===== src/rtl/csg_pkg.sv =====
package csg_pkg;

    // Minimum depth of a stop-pin synchronizer.
    localparam int unsigned SYNC_MIN = 2;

    // True on the last count of a half period of length lim.
    function automatic logic half_done(input int unsigned cnt, input int unsigned lim);
        return (cnt == lim - 1);
    endfunction

endpackage


===== src/rtl/csg_sync.sv =====
module csg_sync #(
    parameter int unsigned STAGES  = 2,
    parameter logic        RST_VAL = 1'b1
) (
    input  logic clk_i,
    input  logic rst_ni,
    input  logic async_i,
    output logic sync_o
);
    typedef struct packed {
        logic [STAGES-1:0] sh;
    } sync_st_t;

    sync_st_t st_d, st_q;

    always_comb begin
        st_d    = st_q;
        st_d.sh = {st_q.sh[STAGES-2:0], async_i};
    end

    always_ff @(posedge clk_i or negedge rst_ni) begin
        if (!rst_ni) st_q <= '{sh: {STAGES{RST_VAL}}};
        else         st_q <= st_d;
    end

    assign sync_o = st_q.sh[STAGES-1];
endmodule


===== src/rtl/csg_div.sv =====
module csg_div
    import csg_pkg::*;
#(
    parameter int unsigned HALF = 2
) (
    input  logic clk_i,
    input  logic rst_ni,
    output logic ph_o,
    output logic ph_next_o
);
    localparam int unsigned CW = (HALF > 1) ? $clog2(HALF) : 1;

    typedef struct packed {
        logic [CW-1:0] cnt;
        logic          ph;
    } div_st_t;

    div_st_t st_d, st_q;

    always_comb begin
        st_d = st_q;
        if (half_done(32'(st_q.cnt), HALF)) begin
            st_d.cnt = '0;
            st_d.ph  = ~st_q.ph;
        end else begin
            st_d.cnt = st_q.cnt + 1'b1;
        end
    end

    always_ff @(posedge clk_i or negedge rst_ni) begin
        if (!rst_ni) st_q <= '{cnt: '0, ph: 1'b0};
        else         st_q <= st_d;
    end

    assign ph_o      = st_q.ph;
    assign ph_next_o = st_d.ph;
endmodule


===== src/rtl/csg_group.sv =====
module csg_group #(
    parameter int unsigned WIDTH = 4,
    parameter int unsigned FREE  = 1
) (
    input  logic             clk_i,
    input  logic             rst_ni,
    input  logic             ph_next_i,
    input  logic             run_i,
    input  logic [WIDTH-1:0] en_i,
    output logic [WIDTH-1:0] clk_o
);
    typedef struct packed {
        logic [WIDTH-1:0] gate;
        logic [WIDTH-1:0] out;
    } grp_st_t;

    grp_st_t          st_d, st_q;
    logic [WIDTH-1:0] want;

    // Free-running members see only their enable; the others also need run_i.
    for (genvar i = 0; i < WIDTH; i++) begin : g_want
        if (i < FREE) begin : g_free
            assign want[i] = en_i[i];
        end else begin : g_stop
            assign want[i] = en_i[i] & run_i;
        end
    end

    always_comb begin
        st_d = st_q;
        // Gate loads only when the coming phase is low: no partial pulses.
        if (!ph_next_i) st_d.gate = want;
        st_d.out = {WIDTH{ph_next_i}} & st_d.gate;
    end

    always_ff @(posedge clk_i or negedge rst_ni) begin
        if (!rst_ni) st_q <= '{gate: '0, out: '0};
        else         st_q <= st_d;
    end

    assign clk_o = st_q.out;
endmodule


===== src/rtl/clk_stop_gate.sv =====
module clk_stop_gate
    import csg_pkg::*;
#(
    parameter int unsigned N_CPU     = 3,
    parameter int unsigned N_MEM     = 5,
    parameter int unsigned N_APIC    = 2,
    parameter int unsigned N_PCI     = 7,
    parameter int unsigned PCI_FREE  = 2,
    parameter int unsigned CPU_HALF  = 2,
    parameter int unsigned APIC_HALF = 3,
    parameter int unsigned PCI_HALF  = 4,
    parameter int unsigned SYNC_LEN  = SYNC_MIN,
    localparam int unsigned N_OUT    = N_CPU + N_MEM + N_APIC + N_PCI
) (
    input  logic              clk_i,
    input  logic              rst_ni,
    input  logic              cpu_stop_ni,
    input  logic              pci_stop_ni,
    input  logic [N_OUT-1:0]  out_en_i,
    input  logic              float_i,
    output logic [N_CPU-1:0]  cpu_clk_o,
    output logic [N_MEM-1:0]  mem_clk_o,
    output logic [N_APIC-1:0] apic_clk_o,
    output logic [N_PCI-1:0]  pci_clk_o,
    output logic              pad_oe_o
);
    localparam int unsigned OFS_MEM  = N_CPU;
    localparam int unsigned OFS_APIC = OFS_MEM + N_MEM;
    localparam int unsigned OFS_PCI  = OFS_APIC + N_APIC;

    typedef struct packed {
        logic hiz;
    } top_st_t;

    top_st_t st_d, st_q;

    logic cpu_run, pci_run;
    logic cpu_ph, cpu_ph_next;
    logic apic_ph, apic_ph_next;
    logic pci_ph, pci_ph_next;

    csg_sync #(.STAGES(SYNC_LEN), .RST_VAL(1'b1)) u_cpu_sync (
        .clk_i(clk_i), .rst_ni(rst_ni), .async_i(cpu_stop_ni), .sync_o(cpu_run)
    );
    csg_sync #(.STAGES(SYNC_LEN), .RST_VAL(1'b1)) u_pci_sync (
        .clk_i(clk_i), .rst_ni(rst_ni), .async_i(pci_stop_ni), .sync_o(pci_run)
    );

    csg_div #(.HALF(CPU_HALF)) u_cpu_div (
        .clk_i(clk_i), .rst_ni(rst_ni), .ph_o(cpu_ph), .ph_next_o(cpu_ph_next)
    );
    csg_div #(.HALF(APIC_HALF)) u_apic_div (
        .clk_i(clk_i), .rst_ni(rst_ni), .ph_o(apic_ph), .ph_next_o(apic_ph_next)
    );
    csg_div #(.HALF(PCI_HALF)) u_pci_div (
        .clk_i(clk_i), .rst_ni(rst_ni), .ph_o(pci_ph), .ph_next_o(pci_ph_next)
    );

    csg_group #(.WIDTH(N_CPU), .FREE(1)) u_cpu_grp (
        .clk_i(clk_i), .rst_ni(rst_ni), .ph_next_i(cpu_ph_next), .run_i(cpu_run),
        .en_i(out_en_i[N_CPU-1:0]), .clk_o(cpu_clk_o)
    );
    csg_group #(.WIDTH(N_MEM), .FREE(1)) u_mem_grp (
        .clk_i(clk_i), .rst_ni(rst_ni), .ph_next_i(cpu_ph_next), .run_i(cpu_run),
        .en_i(out_en_i[OFS_MEM +: N_MEM]), .clk_o(mem_clk_o)
    );
    csg_group #(.WIDTH(N_APIC), .FREE(1)) u_apic_grp (
        .clk_i(clk_i), .rst_ni(rst_ni), .ph_next_i(apic_ph_next), .run_i(cpu_run),
        .en_i(out_en_i[OFS_APIC +: N_APIC]), .clk_o(apic_clk_o)
    );
    csg_group #(.WIDTH(N_PCI), .FREE(PCI_FREE)) u_pci_grp (
        .clk_i(clk_i), .rst_ni(rst_ni), .ph_next_i(pci_ph_next), .run_i(pci_run),
        .en_i(out_en_i[OFS_PCI +: N_PCI]), .clk_o(pci_clk_o)
    );

    always_comb begin
        st_d     = st_q;
        st_d.hiz = float_i;
    end

    always_ff @(posedge clk_i or negedge rst_ni) begin
        if (!rst_ni) st_q <= '{hiz: 1'b0};
        else         st_q <= st_d;
    end

    assign pad_oe_o = ~st_q.hiz;
endmodule


===== config.mk =====
export PLATFORM = sky130hd
export DESIGN_NAME = clk_stop_gate
export DESIGN_NICKNAME = d
export VERILOG_FILES = /design/src/rtl/csg_pkg.sv /design/src/rtl/csg_sync.sv /design/src/rtl/csg_div.sv /design/src/rtl/csg_group.sv /design/src/rtl/clk_stop_gate.sv
export SDC_FILE = /design/constraint.sdc
export NUM_CORES = 1
export LEC_CHECK = 0
export BUFFER_PORTS_ARGS = -buffer_cell sky130_fd_sc_hd__buf_2
export CORE_MARGIN = 2
export CORE_UTILIZATION = 56
export DETAILED_ROUTE_END_ITERATION = 10
export PLACE_DENSITY = 0.83
export SLEW_MARGIN = 25
export SYNTH_ARGS = -nofsm -noshare
export SYNTH_HDL_FRONTEND = slang
export SYNTH_SLANG_ARGS = --single-unit

===== constraint.sdc =====
create_clock -name clk_i -period 2.15 [get_ports clk_i]
set_input_delay 0.215 -clock clk_i [delete_from_list [all_inputs] [get_ports clk_i]]
set_output_delay 0.215 -clock clk_i [all_outputs]
set_load 0.03 [all_outputs]

Word level (Yosys, flattened, before mapping)

Index checks and enable logic that the tools add are counted.

$add $sub $neg: 3
Eq/ne operators: 2
Multiplexer cells: 10
Bitwise operators: 20

Operators by type and width:

| cell                                         | count |
|---|---|
| AND 1 bit                                    | 12 |
| AND 7 bit                                    | 1 |
| 2-to-1 mux 7 bit                             | 1 |
| 2-to-1 mux 2 bit                             | 3 |
| AND 5 bit                                    | 1 |
| 2-to-1 mux 5 bit                             | 1 |
| adder 2 x 1 -> 2 bit (second input constant) | 2 |
| == test 2 bit (second input constant)        | 2 |
| 2-to-1 mux 1 bit                             | 4 |
| inverter 1 bit                               | 4 |
| AND 3 bit                                    | 1 |
| 2-to-1 mux 3 bit                             | 1 |
| AND 2 bit                                    | 1 |
| adder 1 bit (second input constant)          | 1 |

Flip-flop bits (word level): 47
Input bits: 22
Output and inout port bits: 18
Logic and storage cells: 52

Depth between registers and ports, before layout

Gate-level depths: netlist of run 1.

Word-level depth: 4
Mapped depth: 5
Mapped depth without buffers: 4

Cells and area by module

A second synthesis of run 1 with hierarchy kept.

Cells, all modules: 113
Area total of the unflattened synthesis: 1726.7 um^2

Modules (own cells, without submodules):

| module                 | times used | cells each | area an instance (um^2) | seq. area each (um^2) |
|---|---|---|---|---|
| csg_group (u_pci_grp)  | 1          | 37         | 554.3                   | 350.3 |
| csg_group (u_mem_grp)  | 1          | 26         | 369.1                   | 250.2 |
| csg_group (u_cpu_grp)  | 1          | 16         | 234.0                   | 150.1 |
| csg_group (u_apic_grp) | 1          | 11         | 157.7                   | 100.1 |
| csg_div (u_apic_div)   | 1          | 7          | 115.1                   | 75.1 |
| csg_sync               | 2          | 2          | 52.6                    | 52.6 |
| csg_div (u_pci_div)    | 1          | 6          | 100.1                   | 75.1 |
| csg_div (u_cpu_div)    | 1          | 4          | 62.6                    | 50.0 |
| clk_stop_gate          | 1          | 2          | 28.8                    | 25.0 |

Worst setup path after synthesis of run 1

Ideal clock, no wire load.

Path kind: register to register
Start point: register u_pci_div.st_q[1] (netlist name)
End point: register u_pci_grp.st_q[7] (netlist name)
Library setup time: 125 ps
Arrival: 1218 ps
Data required time: 2025 ps
Path slack: 808 ps
Cell stages (with the launch flop): 5
Buffers on the path: 1
Clock period less this slack: 1342 ps
Cells stage by stage: dfrtp_1 -> ha_1 -> xor2_1 -> buf_4 -> mux2_2

RTL lines:

| item                     | RTL line        | text |
|---|---|---|
| start: declaration       | csg_div.sv:18   | `div_st_t st_d, st_q;` |
| start signal: assignment | csg_div.sv:31   | `if (!rst_ni) st_q <= '{cnt: '0, ph: 1'b0};` |
| start signal: assignment | csg_div.sv:32   | `else st_q <= st_d;` |
| end signal: assignment   | csg_group.sv:37 | `if (!rst_ni) st_q <= '{gate: '0, out: '0};` |
| end signal: assignment   | csg_group.sv:38 | `else st_q <= st_d;` |
| end: declaration         | csg_group.sv:17 | `grp_st_t st_d, st_q;` |

==> reports/metrics.csv, run 1 <==
stage,metric,value,unit
min_path,worst hold start,out_en_i[13],
timing,period utilization,79.95,%
layout,design area,1898,sq um
timing,"Slew Viols, Final",0,
placement,Detailed Place HPWL,1644,um
drt,drt first pass iters,4,
worst_setup_path,RR Startpoint,u_pci_div.st_q[1],
timing,worst slew pin tran,0.6938,ns
clock_network,CTS H-tree lvls,2,
job,Max-Cap Viols,0,
timing,endpoints failing setup,0,
pwr,worst vdd ir,0.4698,mV
timing,max_slew headroom,53.59,%
layout,share of cells above drive strength 1,40.00,%
global_routing,first-pass GRT wire length,3684,um
layout,Layout area overhead,11.22,%
floorplan,Starting Density,57.31,%
timing,min Tclk post-route,1.719,ns
worst_setup_path,Max stage delay on crit path,0.58,ns
global_routing,All-Layer GR Usage,14.73,%
drt,DRC viols,0,
floorplan,cell row count,20,
worst_setup_path,Setup CP Type,register to register,
global_routing,gr ovfl total,0,
worst_setup_path,r2r worst-path depth,3,
worst_setup_path,reg-to-reg critical path endpoint,u_pci_grp.st_q[8],
logic_synthesis,Yosys cell types,17,
timing,Fmax,581.8,MHz
timing,final hold vios,0,
logic_synthesis,syn_nets,140,
clock_network,Post CTS Setup Buffer Count,0,
min_path,hold depth,2,
floorplan,io pins,40,
floorplan,Die W,59.21,um
logic_synthesis,mapped cell area,1707,sq um
logic_synthesis,Syn Inst Count,117,
timing,RSZ-0062 raised after global routing,false,
timing,Worst Skew,0.01101,ns
timing,Setup TNS,0,ns
clock_network,Longest Clk Path Bufs,2,
worst_setup_path,worst path cell trace,ha_1 > xor2_1 > mux2_2,
worst_setup_path,CP Launch Type,register,
worst_setup_path,slowest cell on the critical path,xor2_1,
pwr,Leak Pwr,1.103,nW
worst_setup_path,"delay-heaviest family, CP",XOR/XNOR gates,
logic_synthesis,Yosys reg bits,47,
drt,drt total wl,2198,um
worst_setup_path,crit end category,register,
clock_network,CTS tree,built,
floorplan,core footprint,2978,sq um
logic_synthesis,sequential fraction of the synthesis area,69.21,%
clock_network,Skew-Pair Late Insertion Delay,0.34,ns
global_routing,largest net degree at the start of global routing,31,
status,status,completed,
drt,DR iter-0 viols,8,
floorplan,Die ar.,3505,sq um
drt,vias post-DR,861,
worst_setup_path,Required @ worst endpoint,2.39,ns
layout,ANT cells,0,
global_routing,antenna violations before repair,0,
clock_network,post-CTS sizing,0,
global_routing,number of global-route vias before repair,854,
drt,vias per cell,4.705,
clock_network,clk slew on worst S/H paths,0.12,ns
clock_network,CTS Root Cell,clkbuf_4,
placement,gpl congestion,0.7319,
worst_setup_path,Critical path buffers and inverters,0,
pwr,PwrDens,711.7,nW/um^2
drt,Detail Route Antenna Nets,0,
placement,I/O Buffers,39,
floorplan,die height,59.21,um
worst_setup_path,Reg2Reg Setup Slack,0.43,ns
layout,Layout Nets,172,
min_path,Worst Hold Class,input pin to register,
logic_synthesis,"Avg Cell Area, Syn",14.59,sq um
clock_network,clk sinks,47,
logic_synthesis,yosys warns,0,
worst_setup_path,CP arrival,1.96,ns
worst_setup_path,critical path peak fanout,11,
placement,DP Area,1808,sq um
drt,wire length per cell,12.01,um
clock_network,CTS buffer count,5,
[cell usage in the layout (no fill, tap or decap)]
master / instances
and2_1: 15
mux2_4: 1
nor2_1: 4
dfrtp_1: 43
clkbuf_4: 5
xnor2_4: 1
nor2_2: 1
dlygate4sd3_1: 4
buf_4: 1
mux2i_1: 1
mux2_2: 4
dfstp_2: 4
xor2_1: 2
clkbuf_1: 2
a21o_1: 11
and2b_2: 2
buf_2: 39
inv_1: 6
nor2b_4: 1
nand2_1: 1
ha_1: 1
clkinv_2: 1
[metal layers]
metal / routed length, um / track usage, %
met5: 0 / 0
met4: 42 / 6.818
met3: 113 / 5.240
met2: 1204 / 25.12
met1: 836 / 16.39
[worst max path at each step]
stage | startpoint | end | slack (ns) | cells past startpoint
after CTS | u_pci_div.st_q[1] | u_pci_grp.st_q[8] | 0.43 | 3
after global routing | u_pci_div.st_q[1] | u_pci_grp.st_q[8] | 0.34 | 3
after floorplan | u_pci_div.st_q[1] | u_pci_grp.st_q[7] | 0.81 | 4
final | u_pci_div.st_q[1] | u_pci_grp.st_q[8] | 0.43 | 3
after detailed placement | u_pci_div.st_q[1] | u_pci_grp.st_q[8] | 0.45 | 3
after global placement | u_pci_div.st_q[1] | u_pci_grp.st_q[7] | 0.56 | 3
[metrics by stage]
stage | power, mW | hold WS (ns) | cells | setup slack [ns] | util [%]
5_1_grt | 1.418 | 0.04937 | 183 | 0.3434 | 63.74
3_3_place_gp | 0.9926 | 0.1418 | 171 | 0.5564 | 60.71
3_5_place_dp | 0.9978 | 0.1523 | 171 | 0.4494 | 60.71
4_1_cts | 1.370 | 0.05693 | 183 | 0.4320 | 63.74
2_1_floorplan | 0.9538 | -0.08059 | 117 | 0.8078 | -
6_report | 1.351 | 0.06992 | 183 | 0.4311 | 63.74
[power breakdown]
part | internal (mW) | leakage, nW | switching, mW
Sequential | 0.908 | 0.605 | 0.00639
Combinational | 0.0352 | 0.468 | 0.0339
Clock | 0.128 | 0.0293 | 0.239
[synthesized netlist by cell type]
| cell type | count | area share, % |
|---|---|---|
| nor2_1 | 4 | 0.88 |
| a21o_1 | 11 | 4.8 |
| and2b_2 | 2 | 1.0 |
| nor2_2 | 1 | 0.37 |
| dfrtp_1 | 43 | 63 |
| xnor2_4 | 1 | 1.6 |
| and2_1 | 15 | 5.5 |
| ha_1 | 1 | 0.73 |
| mux2i_1 | 1 | 0.59 |
| dfstp_2 | 4 | 6.2 |
| mux2_2 | 4 | 2.6 |
| buf_4 | 19 | 8.4 |
| xor2_1 | 2 | 1.0 |
| mux2_4 | 1 | 0.88 |
| inv_1 | 6 | 1.3 |
| nand2_1 | 1 | 0.22 |
| nor2b_4 | 1 | 0.81 |
[cell families after synthesis]
| logic type | Yosys count | share of synthesized area (%) |
|---|---|---|
| buffers and inverters | 25 | 9.678 |
| XOR/XNOR | 3 | 2.640 |
| AND/OR/NAND/NOR | 24 | 8.797 |
| adder cells (fa/ha/maj) | 1 | 0.7330 |
| AO/OA/AOI/OAI | 11 | 4.839 |
| multiplexers | 6 | 4.105 |
| flip-flops | 47 | 69.21 |
[worst register-to-register path: cells and delay by family (launching register included)]
kind	cells	cell delay [ns]
adder cells (fa/ha/maj)	1	0.23
multiplexers	1	0.41
flip-flops	1	0.40
XOR/XNOR	1	0.58
[final cells by class]
cell class | instances | area (sq um)
fill | 245 | 1080
multi-input combinational | 45 | 360.3
inverter | 6 | 22.52
clock inverter | 1 | 5.005
clock buffer | 7 | 45.04
tap | 33 | 41.29
timing repair buffer | 44 | 242.7
sequential | 47 | 1181
[repair_timing]
action / CTS / global route
hold endpoints to repair: 20 / 0
endpoints found under the setup margin: 0 / 0
hold buffers: 4 / 0
No activity file was read; power rests on OpenSTA's default activity.
==> run 2, diff against run 1 <==
--- a/config.mk
+++ b/config.mk
@@ -5,11 +5,12 @@
 export SDC_FILE = /design/constraint.sdc
 export NUM_CORES = 1
 export LEC_CHECK = 0
+export ABC_AREA = 1
 export BUFFER_PORTS_ARGS = -buffer_cell sky130_fd_sc_hd__buf_2
 export CORE_MARGIN = 2
-export CORE_UTILIZATION = 56
+export CORE_UTILIZATION = 52
 export DETAILED_ROUTE_END_ITERATION = 10
-export PLACE_DENSITY = 0.83
+export PLACE_DENSITY = 0.77
 export SLEW_MARGIN = 25
 export SYNTH_ARGS = -nofsm -noshare
 export SYNTH_HDL_FRONTEND = slang
==> constraint.sdc (replaced) <==
create_clock -name clk_i -period 1.75 [get_ports clk_i]
set_input_delay 0.175 -clock clk_i [delete_from_list [all_inputs] [get_ports clk_i]]
set_output_delay 0.175 -clock clk_i [all_outputs]
set_load 0.03 [all_outputs]
==> run 2 against run 1 <==
- cell count rose by 34%
- non-clock buffer count did not move
- flip-flop and latch count did not move
- largest cell class unchanged
- core utilization fell by 2.8 points
- final area rose by 7.2%
- die area rose by 13%
- sequential power rose by 23%
- sequential share of layout area fell by 4.2 points
- highest routed layer unchanged
==> reports/metrics.csv, run 2 <==
stage,metric,value,unit,change
logic_synthesis,"Avg Cell Area, Syn",10.86,sq um,-26%
floorplan,Starting Density,54.03,%,-3.3 points
timing,Setup TNS,0,ns,unchanged
floorplan,core footprint,3337,sq um,+12%
timing,Fmax,807.7,MHz,+39%
timing,"Slew Viols, Final",0,,unchanged
timing,Final Worst Setup Slack,0.5119,ns,+0.08078 ns
clock_network,CTS tree,built,,
status,status,completed,,
clock_network,clk slew on worst S/H paths,0.12,ns,about the same
timing,min Tclk post-route,1.238,ns,-0.4808 ns
drt,Detail Route Antenna Nets,0,,unchanged
drt,Metal-1 WL,1119,um,+34%
global_routing,largest net degree at the start of global routing,48,,+55%
global_routing,antenna violations before repair,0,,unchanged
logic_synthesis,top cell type's share of synthesized area,59.68,%,-3.4 points
placement,I/O Buffers,39,,unchanged
timing,period utilization,70.75,%,-9.2 points
drt,drt first pass iters,4,,unchanged
timing,max_slew headroom,76.74,%,+23 points
clock_network,CTS H-tree lvls,2,,unchanged
logic_synthesis,mapped cell area,1803,sq um,+5.6%
clock_network,Post CTS Setup Buffer Count,0,,unchanged
worst_setup_path,"delay-heaviest family, CP",flip-flops,,
logic_synthesis,most frequent cell after synthesis,dfrtp_1,,
worst_setup_path,critical path peak fanout,11,,unchanged
global_routing,All-Layer GR Usage,15.45,%,+0.72 points
global_routing,gr ovfl total,0,,unchanged
logic_synthesis,Yosys reg bits,47,,unchanged
logic_synthesis,Yosys cell types,14,,-3
clock_network,CTS Root Cell,clkbuf_4,,
floorplan,Die ar.,3955,sq um,+13%
worst_setup_path,slowest cell on the critical path,dfrtp_1,,
drt,vias post-DR,1089,,+26%
placement,Post-Place Worst Slack,0.5311,ns,+0.08166 ns
pwr,PwrDens,871.5,nW/um^2,+22%
worst_setup_path,Critical path buffers and inverters,1,,+1
job,Max-Cap Viols,0,,unchanged
layout,filler cell count,287,,+17%
drt,met3 routed WL,133,um,+18%
logic_synthesis,leading area contributor after synthesis,dfrtp_1,,
placement,gpl congestion,0.7071,,-3.4%
worst_setup_path,CP arrival,1.52,ns,-0.44 ns
logic_synthesis,syn_nets,189,,+35%
layout,most frequent cells in the layout,"dfrtp_1 (43), nand2_1 (39), buf_2 (39)",,
clock_network,Longest Clk Path Bufs,2,,unchanged
timing,RSZ-0062 raised after global routing,false,,
clock_network,CTS buffer count,5,,unchanged
drt,DRC viols,0,,unchanged
layout,Layout Nets,221,,+28%
floorplan,io pins,40,,unchanged
logic_synthesis,ys flop type,dfrtp_1,,
global_routing,number of global-route vias before repair,1174,,+37%
clock_network,Skew-Pair Late Insertion Delay,0.35,ns,about the same
worst_setup_path,crit end category,register,,
logic_synthesis,asr flop ratio synth,100.0,%,unchanged
logic_synthesis,number of synthesized flops with an enable pin,0,,unchanged
floorplan,die height,62.89,um,+6.2%
worst_setup_path,Max stage delay on crit path,0.40,ns,-0.18 ns
pwr,Leak Pwr,1.211,nW,+9.8%
drt,vias per cell,4.445,,-5.5%
worst_setup_path,worst path cell trace,ha_1 > inv_2 > nand2_1 > nand2_2 > nand2_1 > o21ai_2,,
layout,share of cells above drive strength 1,35.68,%,-4.3 points
drt,met2 wire len,1240,um,+3.0%
drt,DR iter-0 viols,32,,+24
worst_setup_path,Setup CP Type,register to register,,
placement,Detailed Place HPWL,1809,um,+10%
timing,endpoints failing setup,0,,unchanged
layout,ANT cells,0,,unchanged
timing,hold_ws,0.04812,ns,-0.02179 ns
pwr,worst vdd ir,0.6163,mV,+31%
logic_synthesis,most common library cells after synthesis,"dfrtp_1 (43), nand2_1 (39), inv_1 (23)",,
floorplan,cell row count,21,,+5.0%
logic_synthesis,leading post-synthesis cells by cell area,"dfrtp_1 (60%), nand2_1 (8.1%), buf_4 (7.1%)",,
min_path,Worst Hold Class,input pin to register,,
timing,Worst Skew,0.005533,ns,-0.005480 ns
drt,wire length per cell,10.34,um,-14%
logic_synthesis,sequential fraction of the synthesis area,65.51,%,-3.7 points
worst_setup_path,CP Launch Type,register,,
timing,worst slew pin tran,0.3477,ns,-0.3461 ns
global_routing,first-pass GRT wire length,4788,um,+30%
clock_network,clk sinks,47,,unchanged
layout,Layout area overhead,12.84,%,
drt,drt total wl,2533,um,+15%
layout,"most common cell after layout, fill and taps aside",dfrtp_1,,
worst_setup_path,most frequent CP cell,nand2_1,,
logic_synthesis,yosys warns,0,,unchanged
floorplan,Die W,62.89,um,+6.2%
timing,final hold vios,0,,unchanged
worst_setup_path,Required @ worst endpoint,2.03,ns,-0.36 ns
drt,top layer in use,met4,,
logic_synthesis,Syn Inst Count,166,,+42%
run 2: changes by cell type after synthesis, sizes merged, moves of 2 or more:
cell and change:
inv +20, nand3 +6, xor2 -2, and2 -15
mux2 -5, and2b -2, nand2 +44, o21ai +15
nor2 +2, a21o -11
run 2: cells by family (layout without fill, tap and decap cells):
group                    count (synthesis)  after routing  synth area share, %
AND/OR/NAND/NOR                         58             58                13.60
flip-flops                              47             47                65.51
buffers and inverters                   45             78                13.74
AO/OA/AOI/OAI                           15             15                6.454
adder cells (fa/ha/maj)                  1              1               0.6939
run 2: worst register-to-register path, cell delays in order (launching register included):
cell and delay [ns]:
dfrtp_1 0.40, ha_1 0.24, inv_2 0.07, nand2_1 0.06, nand2_2 0.21, nand2_1 0.13
o21ai_2 0.07
run 2: cell type report:
type / count / area (sq um) / share of cell area (%)
multi-input combinational: 74 / 374.1 / 18.39
sequential: 47 / 1181 / 58.06
timing repair buffer: 44 / 255.2 / 12.55
tap: 46 / 57.56 / 2.829
clock buffer: 8 / 68.82 / 3.383
inverter: 26 / 97.59 / 4.797
run 2: power breakdown:
part	total [mW]	switching (mW)	internal [mW]	leakage (nW)
sequential	1.13	0.0118	1.12	0.605
combinational	0.0976	0.0521	0.0454	0.567
clock	0.547	0.310	0.237	0.0386
run 2: metal layers:
metal  track usage, %  up-vias
met5                0        -
met4            6.944        0
met3            5.586        6
met2            25.53       27
met1            17.99      513
li1                 -      543
run 2: final timing paths:
kind                                     from             endpoint  slack, ns  depth (start not counted)
setup / recovery            u_pci_div.st_q[1]             register       0.51                          6
hold reg to reg            u_pci_sync.st_q[0]   u_pci_sync.st_q[1]       0.36                          0
hold / removal                    out_en_i[0]    u_cpu_grp.st_q[3]       0.05                          3
setup reg to reg            u_pci_div.st_q[1]             register       0.51                          6
max in group asynchronous              rst_ni   u_cpu_sync.st_q[0]       1.16                          3
min in group asynchronous              rst_ni  u_apic_grp.clk_o[0]       0.32                          3
run 2: stage by stage:
step           utilization [%]  instances  cell area, sq um  power (mW)
2_1_floorplan                -        166              1803       1.183
3_3_place_gp             57.71        233              1926       1.236
3_5_place_dp             57.71        233              1926       1.243
4_1_cts                  60.97        245              2034       1.807
5_1_grt                  60.97        245              2034       1.865
6_report                 60.97        245              2034       1.773
run 2: timing repair:
| action | CTS | global route |
|---|---|---|
| hold buffers | 4 | 0 |
| resized for setup | 0 | 0 |
| endpoints found under the hold margin | 46 | 0 |
